`config.mk`:
```
export PLATFORM = sky130hd
export DESIGN_NAME = cq_doorbell_proc
export DESIGN_NICKNAME = d
export VERILOG_FILES = /design/src/rtl/cqdb_pkg.sv /design/src/rtl/cqdb_decode.sv /design/src/rtl/cqdb_slot.sv /design/src/rtl/cqdb_err.sv /design/src/rtl/cq_doorbell_proc.sv
export SDC_FILE = /design/constraint.sdc
export NUM_CORES = 1
export LEC_CHECK = 0
export ABC_AREA = 1
export BUFFER_PORTS_ARGS = -buffer_cell sky130_fd_sc_hd__clkbuf_2
export CAP_MARGIN = 0
export CORE_ASPECT_RATIO = 0.5
export CORE_MARGIN = 3
export CORE_UTILIZATION = 60
export DETAILED_ROUTE_END_ITERATION = 10
export PLACE_DENSITY = 0.81
export SLEW_MARGIN = 20
export SYNTH_ARGS = -nofsm -noshare
export SYNTH_HDL_FRONTEND = slang
export SYNTH_HIERARCHICAL = 1
export SYNTH_SLANG_ARGS = --single-unit
```
`constraint.sdc`:
```
create_clock -name clk_i -period 11.28 [get_ports clk_i]
set_clock_uncertainty 0.05 [all_clocks]
set_input_delay 0.564 -clock clk_i [delete_from_list [all_inputs] [get_ports clk_i]]
set_output_delay 0.564 -clock clk_i [all_outputs]
set_load 0.02 [all_outputs]
```
`src/rtl/cqdb_pkg.sv`:
```
package cqdb_pkg;
  localparam int unsigned DB_W  = 32;
  localparam int unsigned QID_W = 10;
  localparam int unsigned POP_W = 13;

  // field order follows the bit layout of the doorbell word, msb first
  typedef struct packed {
    logic [2:0]       rsvd_hi;
    logic [POP_W-1:0] popped;
    logic             evq;
    logic             rearm;
    logic [3:0]       rsvd_lo;
    logic [QID_W-1:0] qid;
  } db_word_t;
endpackage

```
`src/rtl/cqdb_decode.sv`:
```
module cqdb_decode
  import cqdb_pkg::*;
#(
  parameter int unsigned NUM_Q = 8
) (
  input  logic                   db_valid_i,
  input  logic [DB_W-1:0]        db_data_i,
  output logic [2*NUM_Q-1:0]     sel_o,
  output logic                   rearm_o,
  output logic [POP_W-1:0]       popped_o,
  output logic                   bad_o,
  output logic [QID_W-1:0]       qid_o,
  output logic                   evq_o
);
  localparam int unsigned N_SLOT = 2 * NUM_Q;

  db_word_t w;
  logic     rsvd_bad, range_bad, ok;

  assign w         = db_word_t'(db_data_i);
  assign rsvd_bad  = (|w.rsvd_lo) | (|w.rsvd_hi);
  assign range_bad = {22'd0, w.qid} >= NUM_Q;
  assign ok        = db_valid_i & ~rsvd_bad & ~range_bad;
  assign bad_o     = db_valid_i & (rsvd_bad | range_bad);
  assign rearm_o   = w.rearm;
  assign popped_o  = w.popped;
  assign qid_o     = w.qid;
  assign evq_o     = w.evq;

  for (genvar i = 0; i < N_SLOT; i++) begin : g_sel
    localparam logic        EV  = (i >= NUM_Q);
    localparam int unsigned IDX = i % NUM_Q;
    assign sel_o[i] = ok && (w.evq == EV) && (w.qid == QID_W'(IDX));
  end

  // an accepted word addresses exactly one slot, a dropped one none
  always_comb begin
    if (db_valid_i === 1'b1) begin
      assert_one_slot_R1: assert ($onehot0(sel_o) && !(bad_o && (|sel_o)));
    end
  end
endmodule

```
`src/rtl/cqdb_slot.sv`:
```
module cqdb_slot
  import cqdb_pkg::*;
#(
  parameter int unsigned CNT_W = 14,
  parameter int unsigned INC_W = 4
) (
  input  logic             clk_i,
  input  logic             rst_ni,
  input  logic             db_hit_i,
  input  logic             rearm_i,
  input  logic [POP_W-1:0] popped_i,
  input  logic             inc_hit_i,
  input  logic [INC_W-1:0] inc_num_i,
  output logic             armed_o,
  output logic             notify_o,
  output logic             uflow_o
);
  localparam int unsigned SUM_W = ((CNT_W > POP_W) ? CNT_W : POP_W) + 1;
  localparam logic [SUM_W-1:0] CNT_MAX = {{(SUM_W-CNT_W){1'b0}}, {CNT_W{1'b1}}};

  logic [CNT_W-1:0] pend_q, pend_d;
  logic             armed_q, armed_d;
  logic [SUM_W-1:0] sum, pop_x, rem;

  always_comb begin
    sum     = SUM_W'(pend_q) + (inc_hit_i ? SUM_W'(inc_num_i) : '0);
    pop_x   = db_hit_i ? SUM_W'(popped_i) : '0;
    uflow_o = pop_x > sum;
    rem     = uflow_o ? '0 : sum - pop_x;
    pend_d  = (rem > CNT_MAX) ? CNT_MAX[CNT_W-1:0] : rem[CNT_W-1:0];
  end

  assign notify_o = armed_q & (|pend_q);
  assign armed_d  = (db_hit_i & rearm_i) | (armed_q & ~notify_o);
  assign armed_o  = armed_q;

  always_ff @(posedge clk_i or negedge rst_ni) begin
    if (!rst_ni) begin
      pend_q  <= '0;
      armed_q <= 1'b0;
    end else begin
      pend_q  <= pend_d;
      armed_q <= armed_d;
    end
  end

  assert_rearm_arms_R7: assert property (@(posedge clk_i) disable iff (!rst_ni)
    (db_hit_i && rearm_i) |=> armed_o);

  assert_notify_disarms_R8: assert property (@(posedge clk_i) disable iff (!rst_ni)
    (notify_o && !(db_hit_i && rearm_i)) |=> (!armed_o && !notify_o));

  assert_pop_clamps_R4: assert property (@(posedge clk_i) disable iff (!rst_ni)
    (db_hit_i && !inc_hit_i && (SUM_W'(popped_i) >= SUM_W'(pend_q))) |=> (pend_q == '0));

  assert_inc_grows_R5: assert property (@(posedge clk_i) disable iff (!rst_ni)
    (inc_hit_i && !db_hit_i) |=> (pend_q >= $past(pend_q)));
endmodule

```
`src/rtl/cqdb_err.sv`:
```
module cqdb_err
  import cqdb_pkg::*;
(
  input  logic             clk_i,
  input  logic             rst_ni,
  input  logic             ev_i,
  input  logic [QID_W-1:0] qid_i,
  input  logic             evq_i,
  output logic             err_o,
  output logic [QID_W-1:0] qid_o,
  output logic             evq_o
);
  always_ff @(posedge clk_i or negedge rst_ni) begin
    if (!rst_ni) begin
      err_o <= 1'b0;
      qid_o <= '0;
      evq_o <= 1'b0;
    end else if (ev_i && !err_o) begin
      err_o <= 1'b1;
      qid_o <= qid_i;
      evq_o <= evq_i;
    end
  end

  assert_sticky_R9: assert property (@(posedge clk_i) disable iff (!rst_ni)
    err_o |=> (err_o && $stable(qid_o) && $stable(evq_o)));
endmodule

```
`src/rtl/cq_doorbell_proc.sv`:
```
module cq_doorbell_proc
  import cqdb_pkg::*;
#(
  parameter int unsigned NUM_Q = 8,
  parameter int unsigned CNT_W = 14,
  parameter int unsigned INC_W = 4
) (
  input  logic               clk_i,
  input  logic               rst_ni,
  input  logic               db_valid_i,
  input  logic [31:0]        db_data_i,
  input  logic               inc_valid_i,
  input  logic               inc_evq_i,
  input  logic [9:0]         inc_qid_i,
  input  logic [INC_W-1:0]   inc_num_i,
  output logic [2*NUM_Q-1:0] armed_o,
  output logic [2*NUM_Q-1:0] notify_o,
  output logic               err_o,
  output logic [9:0]         err_qid_o,
  output logic               err_evq_o
);
  localparam int unsigned N_SLOT = 2 * NUM_Q;

  logic [N_SLOT-1:0] db_sel, inc_sel, uflow;
  logic              rearm, bad, dec_evq;
  logic [POP_W-1:0]  popped;
  logic [QID_W-1:0]  dec_qid;

  cqdb_decode #(.NUM_Q(NUM_Q)) u_dec (
    .db_valid_i (db_valid_i),
    .db_data_i  (db_data_i),
    .sel_o      (db_sel),
    .rearm_o    (rearm),
    .popped_o   (popped),
    .bad_o      (bad),
    .qid_o      (dec_qid),
    .evq_o      (dec_evq)
  );

  for (genvar i = 0; i < N_SLOT; i++) begin : g_slot
    localparam logic        EV  = (i >= NUM_Q);
    localparam int unsigned IDX = i % NUM_Q;
    assign inc_sel[i] = inc_valid_i && (inc_evq_i == EV) && (inc_qid_i == QID_W'(IDX));

    cqdb_slot #(.CNT_W(CNT_W), .INC_W(INC_W)) u_slot (
      .clk_i     (clk_i),
      .rst_ni    (rst_ni),
      .db_hit_i  (db_sel[i]),
      .rearm_i   (rearm),
      .popped_i  (popped),
      .inc_hit_i (inc_sel[i]),
      .inc_num_i (inc_num_i),
      .armed_o   (armed_o[i]),
      .notify_o  (notify_o[i]),
      .uflow_o   (uflow[i])
    );
  end

  cqdb_err u_err (
    .clk_i  (clk_i),
    .rst_ni (rst_ni),
    .ev_i   (bad | (|uflow)),
    .qid_i  (dec_qid),
    .evq_i  (dec_evq),
    .err_o  (err_o),
    .qid_o  (err_qid_o),
    .evq_o  (err_evq_o)
  );

  assert_rsvd_flags_R2: assert property (@(posedge clk_i) disable iff (!rst_ni)
    (db_valid_i && ((|db_data_i[13:10]) || (|db_data_i[31:29]))) |=> err_o);

  assert_range_flags_R3: assert property (@(posedge clk_i) disable iff (!rst_ni)
    (db_valid_i && ({22'd0, db_data_i[9:0]} >= NUM_Q)) |=> err_o);

  assert_rsvd_no_arm_R2: assert property (@(posedge clk_i) disable iff (!rst_ni)
    (db_valid_i && (|db_data_i[13:10]) && !inc_valid_i && (notify_o == '0))
      |=> (armed_o == $past(armed_o)));
endmodule

```
**Word-level counts from Yosys, hierarchy flattened**

Cells that the tools add are included.

- $add $sub $neg: 32
- Bitwise operators: 90
- $lt $le $gt $ge: 33
- Reductions and logical operators: 59
- Muxes and demuxes: 64
- Equality and inequality tests: 14

Operators with widths:

| cell | count |
|---|---|
| $add 14x15->15 | 16 |
| $gt 15x14->1 const B | 16 |
| $gt 15x15->1 | 16 |
| $mux 15 | 16 |
| $sub 15x15->15 | 16 |
| $mux 14 | 16 |
| $reduce_or 14->1 | 16 |
| $mux 13 | 16 |
| $eq 10x3->1 const B | 8 |
| $mux 4 | 16 |
| $and 1x1->1 | 51 |
| $eq 10x2->1 const B | 4 |
| $logic_and 1x1->1 | 37 |
| $eq 10x1->1 const B | 2 |
| $logic_not 10->1 | 2 |
| $not 1->1 | 20 |
| $or 1x1->1 | 19 |
| $reduce_or 16->1 | 1 |
| $ge 10x4->1 const B | 1 |
| $reduce_or 4->1 | 1 |
| $reduce_or 3->1 | 1 |
| $logic_not 1->1 | 1 |

- Logic and storage cells: 327
- Output and inout bits: 44
- Register bits: 252
- Input bits: 51

**Logic depth before layout (Yosys ltp)**

- Depth in word-level cells: 12
- Mapped depth: 34
- Gate-level depth less buffers: 32

**By module**

Netlist, hierarchy kept.

By module, submodules not included:

| module | area each (µm²) | cells each | sequential area each (µm²) | instances |
|---|---|---|---|---|
| cqdb_slot at g_slot[10].u_slot ... | 1883.1 | 285 | 375.4 | 11 |
| cqdb_slot at g_slot[0].u_slot ... | 1934.4 | 293 | 375.4 | 2 |
| cqdb_slot at g_slot[8].u_slot | 1904.3 | 295 | 375.4 | 1 |
| cqdb_slot at g_slot[9].u_slot | 1879.3 | 293 | 375.4 | 1 |
| cqdb_slot at g_slot[13].u_slot | 1854.3 | 282 | 375.4 | 1 |
| cqdb_err | 500.5 | 51 | 300.3 | 1 |
| cqdb_decode | 461.7 | 73 | 0.0 | 1 |
| cq_doorbell_proc | 260.2 | 62 | 0.0 | 1 |

**Worst setup path after synthesis**

Ideal clock, no wire load.

- Path type: input -> register
- Start point: in inc_qid_i[7]
- End point: reg u_err.err_o
- Setup time: 0.121 ns
- Slack: 6.612 ns
- Data arrival time: 4.497 ns
- Cell stages on the path: 30
- Data required time: 11.109 ns
- Cell sequence: nor2_1 nand2_2 nor2_4 nand2_1 nor2_1 nand2_1 inv_1 ha_1 inv_1 fa_1 o21ai_2 nand2_1 nor2_1 nand3_1 xor2_1 ha_1 nand2_1 nor2_1 nand2_1 a21oi_1 nor2_2 nand3_4 buf_4 inv_1 or2_2 nor2_1 nand3_1 nand2_2 buf_6 nand2_1

- Longest elaborated chain between the ends: 8

RTL lines:

| item | line | RTL |
|---|---|---|
| start: declaration | cq_doorbell_proc.sv:14 | `input logic [9:0] inc_qid_i,` |
| $logic_not 10->1 | cq_doorbell_proc.sv:43 | `assign inc_sel[i] = inc_valid_i && (inc_evq_i == EV) && (inc_qid_i == QID_W'(IDX));` |
| $logic_and 1x1->1 | cq_doorbell_proc.sv:43 |  |
| named net inc_sel[0] | cq_doorbell_proc.sv:24 | `logic [N_SLOT-1:0] db_sel, inc_sel, uflow;` |
| $mux 4 | cqdb_slot.sv:26 | `sum = SUM_W'(pend_q) + (inc_hit_i ? SUM_W'(inc_num_i) : '0);` |
| $add 14x15->15 | cqdb_slot.sv:26 |  |
| $gt 15x15->1 | cqdb_slot.sv:28 | `uflow_o = pop_x > sum;` |
| named net uflow[0] | cq_doorbell_proc.sv:24 |  |
| $reduce_or 16->1 | cq_doorbell_proc.sv:62 | `.ev_i (bad \| (\|uflow)),` |
| $or 1x1->1 | cq_doorbell_proc.sv:62 |  |
| $logic_and 1x1->1 | cqdb_err.sv:18 | `end else if (ev_i && !err_o) begin` |
| end signal: assignment | cqdb_err.sv:15 | `err_o <= 1'b0;` |
| end signal: assignment | cqdb_err.sv:19 | `err_o <= 1'b1;` |
| end: declaration | cqdb_err.sv:9 | `output logic err_o,` |

The timed path passes the listed nets, and every way through them passes these cells.
A chain may end at the register's enable or synchronous reset.

**Final worst setup path**

- Start point: in inc_qid_i[3]
- End point: reg u_err.qid_o[6]

- Longest elaborated chain between the ends: 8

RTL lines:

| item | line | RTL |
|---|---|---|
| $eq 10x3->1 | cq_doorbell_proc.sv:43 |  |
| $logic_and 1x1->1 | cq_doorbell_proc.sv:43 |  |
| named net inc_sel[14] | cq_doorbell_proc.sv:24 |  |
| $mux 4 | cqdb_slot.sv:26 |  |
| $add 14x15->15 | cqdb_slot.sv:26 |  |
| $gt 15x15->1 | cqdb_slot.sv:28 |  |
| named net uflow[14] | cq_doorbell_proc.sv:24 |  |
| $reduce_or 16->1 | cq_doorbell_proc.sv:62 |  |
| $or 1x1->1 | cq_doorbell_proc.sv:62 |  |
| $logic_and 1x1->1 | cqdb_err.sv:18 |  |
| end signal: assignment | cqdb_err.sv:20 | `qid_o <= qid_i;` |
| end: declaration | cqdb_err.sv:10 | `output logic [QID_W-1:0] qid_o,` |

The timed path passes the listed nets, and every way through them passes these cells.

==> results <==
- The worst setup path is launched from a primary input.
- The met1 track utilization from global routing is 0.433.
- CTS saw around 250 sinks.
- The boundary pin count is 95.
- Once detailed placement completed, the half-perimeter wirelength came to ~68 mm.
- The placed instance count is ~5500.
- The number of hold-slack violations in the final timing report is 0.
- The clock period could shrink to roughly 5.4 ns.
- Counting cells, the worst reg-to-reg path comes to 23.
- After clock tree synthesis, the clock-pin slew on the worst setup and hold paths is 0.07 ns.
- At the worst endpoint, the arrival time is just under 6 ns.
- The source of the worst hold timing path is db_data_i[0].
- The worst register-to-register path begins at g_slot[9].u_slot/pend_q[0].
- The synthesized netlist occupies a cell area of roughly 0.031 mm^2.
- The TritonCTS clock tree is built.
- Each instance of the synthesized netlist takes up on average around 6.6 um^2.
- The sum of negative setup slack is 0 ns.
- The average routed wire per standard cell is 16.6 um.
- The instance count of the mapped netlist is between 4000 and 5000.
- For this run, global-route usage on met3 was measured as 0.0451.
- The buffers inserted during post-CTS setup optimization is 0.
- The share of the core filled with cells in the final layout is 0.652.
- The starting density of the core is 0.616.
- VDD sags by at most about 160 uV.
- The fmax is ~180 MHz.
- The longest clock path from root to sink contains 3 buffers.
- Yosys mapped the design onto 46 distinct sky130hd cell types.
- The cell at the root of the clock tree is clkbuf_16.
- The worst setup path is of the primary input to flip-flop kind.
- The max-slew violation count is 0.
- Power spread over the standard cell area amounts to between 200 and 300 mW/mm^2.
- Of the total synthesized cell area, the portion taken by full adders, half adders and majority gates is 0.129.
- The data required time of the critical path is around 12 ns.
- The filler cell count is 4519.
- By area, the combinational part of the netlist is dominated by simple AND/OR/NAND/NOR gates.
- Entering global routing, the biggest net connects ~160 pins.
- The leakage power figure is ~18 nW.
- The standard-cell row count is slightly below 60.
- The portion of synthesized area spent on multiplexers is 0.
- The die covers between 0.05 and 0.06 mm^2.
- Measured along the y axis, the die boundary spans ~170 um.
- For this design, the slowest cell found on the critical path is nor2_1.
- The congestion estimate from routability-driven global placement came to 0.991.
- Headroom to the max-slew limit came out at 0.216.
- Broken down by cell family, the worst path's largest delay share belongs to simple AND/OR/NAND/NOR gates.
- Along the worst path, the maximum fanout reaches 15.
- The first global-routing pass estimated between 100 and 150 mm of wire.
- The leftover overflow at the end of global routing is 0.
- The area inside the core boundary is approximately 0.051 mm^2.
- Setup violations remaining at the end of the flow were counted as 0.
- In the finished design, the share of the clock period the worst path needs comes to 0.483.
- The synthesized-area fraction occupied by ao, oa, aoi and oai cells is 0.0766.
- CTS built an H-tree with a depth of 1.
- The share of the Yosys chip area taken by registers is 0.201.
- For this run, the number of Yosys warnings is 6.
- The post-synthesis share of cell area spent on and, or, nand and nor gates is 0.446.
- The most repeated library cell on the critical path is nand2_1.
- Power comes to a little over 9 mW.
- The reported max-cap violation count is 0.
- The count of TritonRoute iterations in the first routing pass is 6.
- The count of hold-fix buffers inserted at cts is 1.
- In the final layout, the share of cells above drive strength 1 is 0.163.
- Setup repair after global routing left no endpoint under its margin.
- The number of enable flip-flop cells after synthesis is 0.
- After synthesis, the share of flip-flops with an asynchronous set or reset is 1.00.
- For this run, global-route usage on met2 was measured as 0.546.
- The number of buffer and inverter stages on the critical path is 5.
- After detailed routing, the number of vias per cell comes to ~5.6.
- In this run the register-to-register setup slack is 6.56 ns.
- The initial detailed-routing violation count is roughly 2900.
- The most used flip-flop cell after synthesis is dfrtp_1.
- The final routed wirelength across all metal layers is slightly above 90 mm.
- The post-cts repair resize count is 0.
- The detailed router placed 31100 vias in this run.
- The count of input and output buffers is 94.
- The initial antenna violation count is 4.
- The post-synthesis sequential element count is approximately 250.
- The synthesis-to-layout area growth is 5.78%.
- The number of DRC violations after detailed routing is 0.
- Across every metal layer, demand over resource in global routing totals 0.331.
- Of the total synthesized cell area, the portion taken by XOR and XNOR cells is 0.0440.
- Buffers inserted during clock tree synthesis total 28.
- Once detail routing completed, the nets flagged for antenna violations numbered 0.
- After the last flow step, the layout net total stands at slightly above 5000.
- The largest single stage delay on the critical path is 0.49 ns.
- The number of global-route vias before repair is slightly below 30000.
- The clock reaches the later pin of the worst-skew pair after around 0.60 ns.
- The library cells used most frequently in the layout, excluding fill and tap cells, are nand2_1 (1405), inv_1 (665), nand3_1 (387), nor2_1 (369), ha_1 (272).
- The layer flagged by global routing as most heavily used is met2.
- In this run the horizontal extent of the chip is 330 um.
- The capturing point of the worst reg2reg path is u_err/qid_o[6].
- After the flow finishes, the layout carries non-filler instances totaling ~5500.
- Counting every net in the synthesized netlist gives approximately 5000.
- Along the worst hold path, the cell count comes to 3.
- STA classifies the critical path endpoint as a flip-flop.
- The worst hold path terminates at u_err/qid_o[0].
- The most common cell after layout, fill and taps aside is nand2_1.
- The tightest min-delay check is of the primary input to flip-flop type.
- The slew at the pin closest to its max-slew limit is about 1.2 ns.
- The run finished with clean final reports.
==> sequential cells by signal, summed over array words and instances, names as in the netlist <==
name,count
u_err/evq_o,1
u_err/err_o,1
g_slot.u_slot/armed_o,16
g_slot.u_slot/pend_q,224
u_err/qid_o,10
==> per-stage QoR <==
step	area, um^2	hold slack (ns)	setup slack (ns)
after global routing	33300	0.198	5.43
after floorplan	31400	0.218	6.61
final	33300	0.207	5.83
after detailed placement	32200	0.423	5.39
after global placement	32200	0.424	5.53
after CTS	33200	0.172	6.02
==> worst register-to-register path: cells and delay by family (launching register included) <==
kind,cells,cell delay (ns)
AND/OR/NAND/NOR,15,2.50
adder cells (fa/ha/maj),3,1.05
flip-flops,1,0.37
buffers and inverters,3,0.29
AO/OA/AOI/OAI,1,0.24
XOR/XNOR,1,0.20
==> kinds of logic after synthesis <==
group / count (synthesis)
and+or+nand+nor: 2883
buffers and inverters: 771
AOI/OAI and AO/OA: 409
adders and majority gates: 304
DFF: 252
xor gates and xnor gates: 158
==> area by class of cell <==
class                      count  area (um^2)  area share
antenna                        2         5.00    0.000150
clock buffer                  31          732      0.0220
clock inverter                21          292     0.00877
inverter                     695         2610      0.0784
multi-input combinational   3754        21900       0.658
sequential                   252         6310       0.190
tap                          690          863      0.0260
timing repair buffer         104          571      0.0172
==> how the worst max path moves through the flow <==
| stage | startpoint | endpoint | slack (ns) | cells after the start |
|---|---|---|---|---|
| after floorplan | inc_qid_i[7] | u_err/err_o | 6.61 | 30 |
| after global placement | inc_qid_i[3] | u_err/evq_o | 5.53 | 29 |
| after detailed placement | inc_qid_i[3] | u_err/qid_o[6] | 5.39 | 29 |
| after CTS | inc_qid_i[3] | u_err/qid_o[6] | 6.02 | 29 |
| after global routing | inc_qid_i[7] | u_err/evq_o | 5.43 | 32 |
| final | inc_qid_i[3] | u_err/qid_o[6] | 5.83 | 29 |
==> power breakdown <==
part           internal [mW]  leakage (nW)  switching, mW
logic                   2.28          14.3           4.00
clock network          0.611         0.505          0.449
registers               1.37          2.96          0.481
==> routing by layer <==
| layer | vias to the layer above | share of wire |
|---|---|---|
| li1 | 15300 | - |
| met4 | 0 | 0.049 |
| met5 | - | 0 |
| met1 | 14300 | 0.41 |
| met3 | 236 | 0.088 |
| met2 | 1183 | 0.45 |
==> cell usage after synthesis, types with 32 or more instances <==
master   count  area [um^2]
nor2_2      37          231
dfrtp_1    252         6310
nor2_1     373         1400
nand2_1   1405         5270
nand3_2     42          420
or2_2      157          982
a21oi_1    181          906
buf_4       43          323
xor2_1     126         1100
nand4_1     78          488
fa_1        32          641
nand2_2    236         1480
o21ai_0    114          571
a31oi_1     40          250
nand3_1    387         1940
nand3_4     36          631
ha_1       272         3400
xnor2_1     32          280
nor3_1      35          175
inv_1      665         2500
Note: power is estimated with default switching activity, not from simulation.
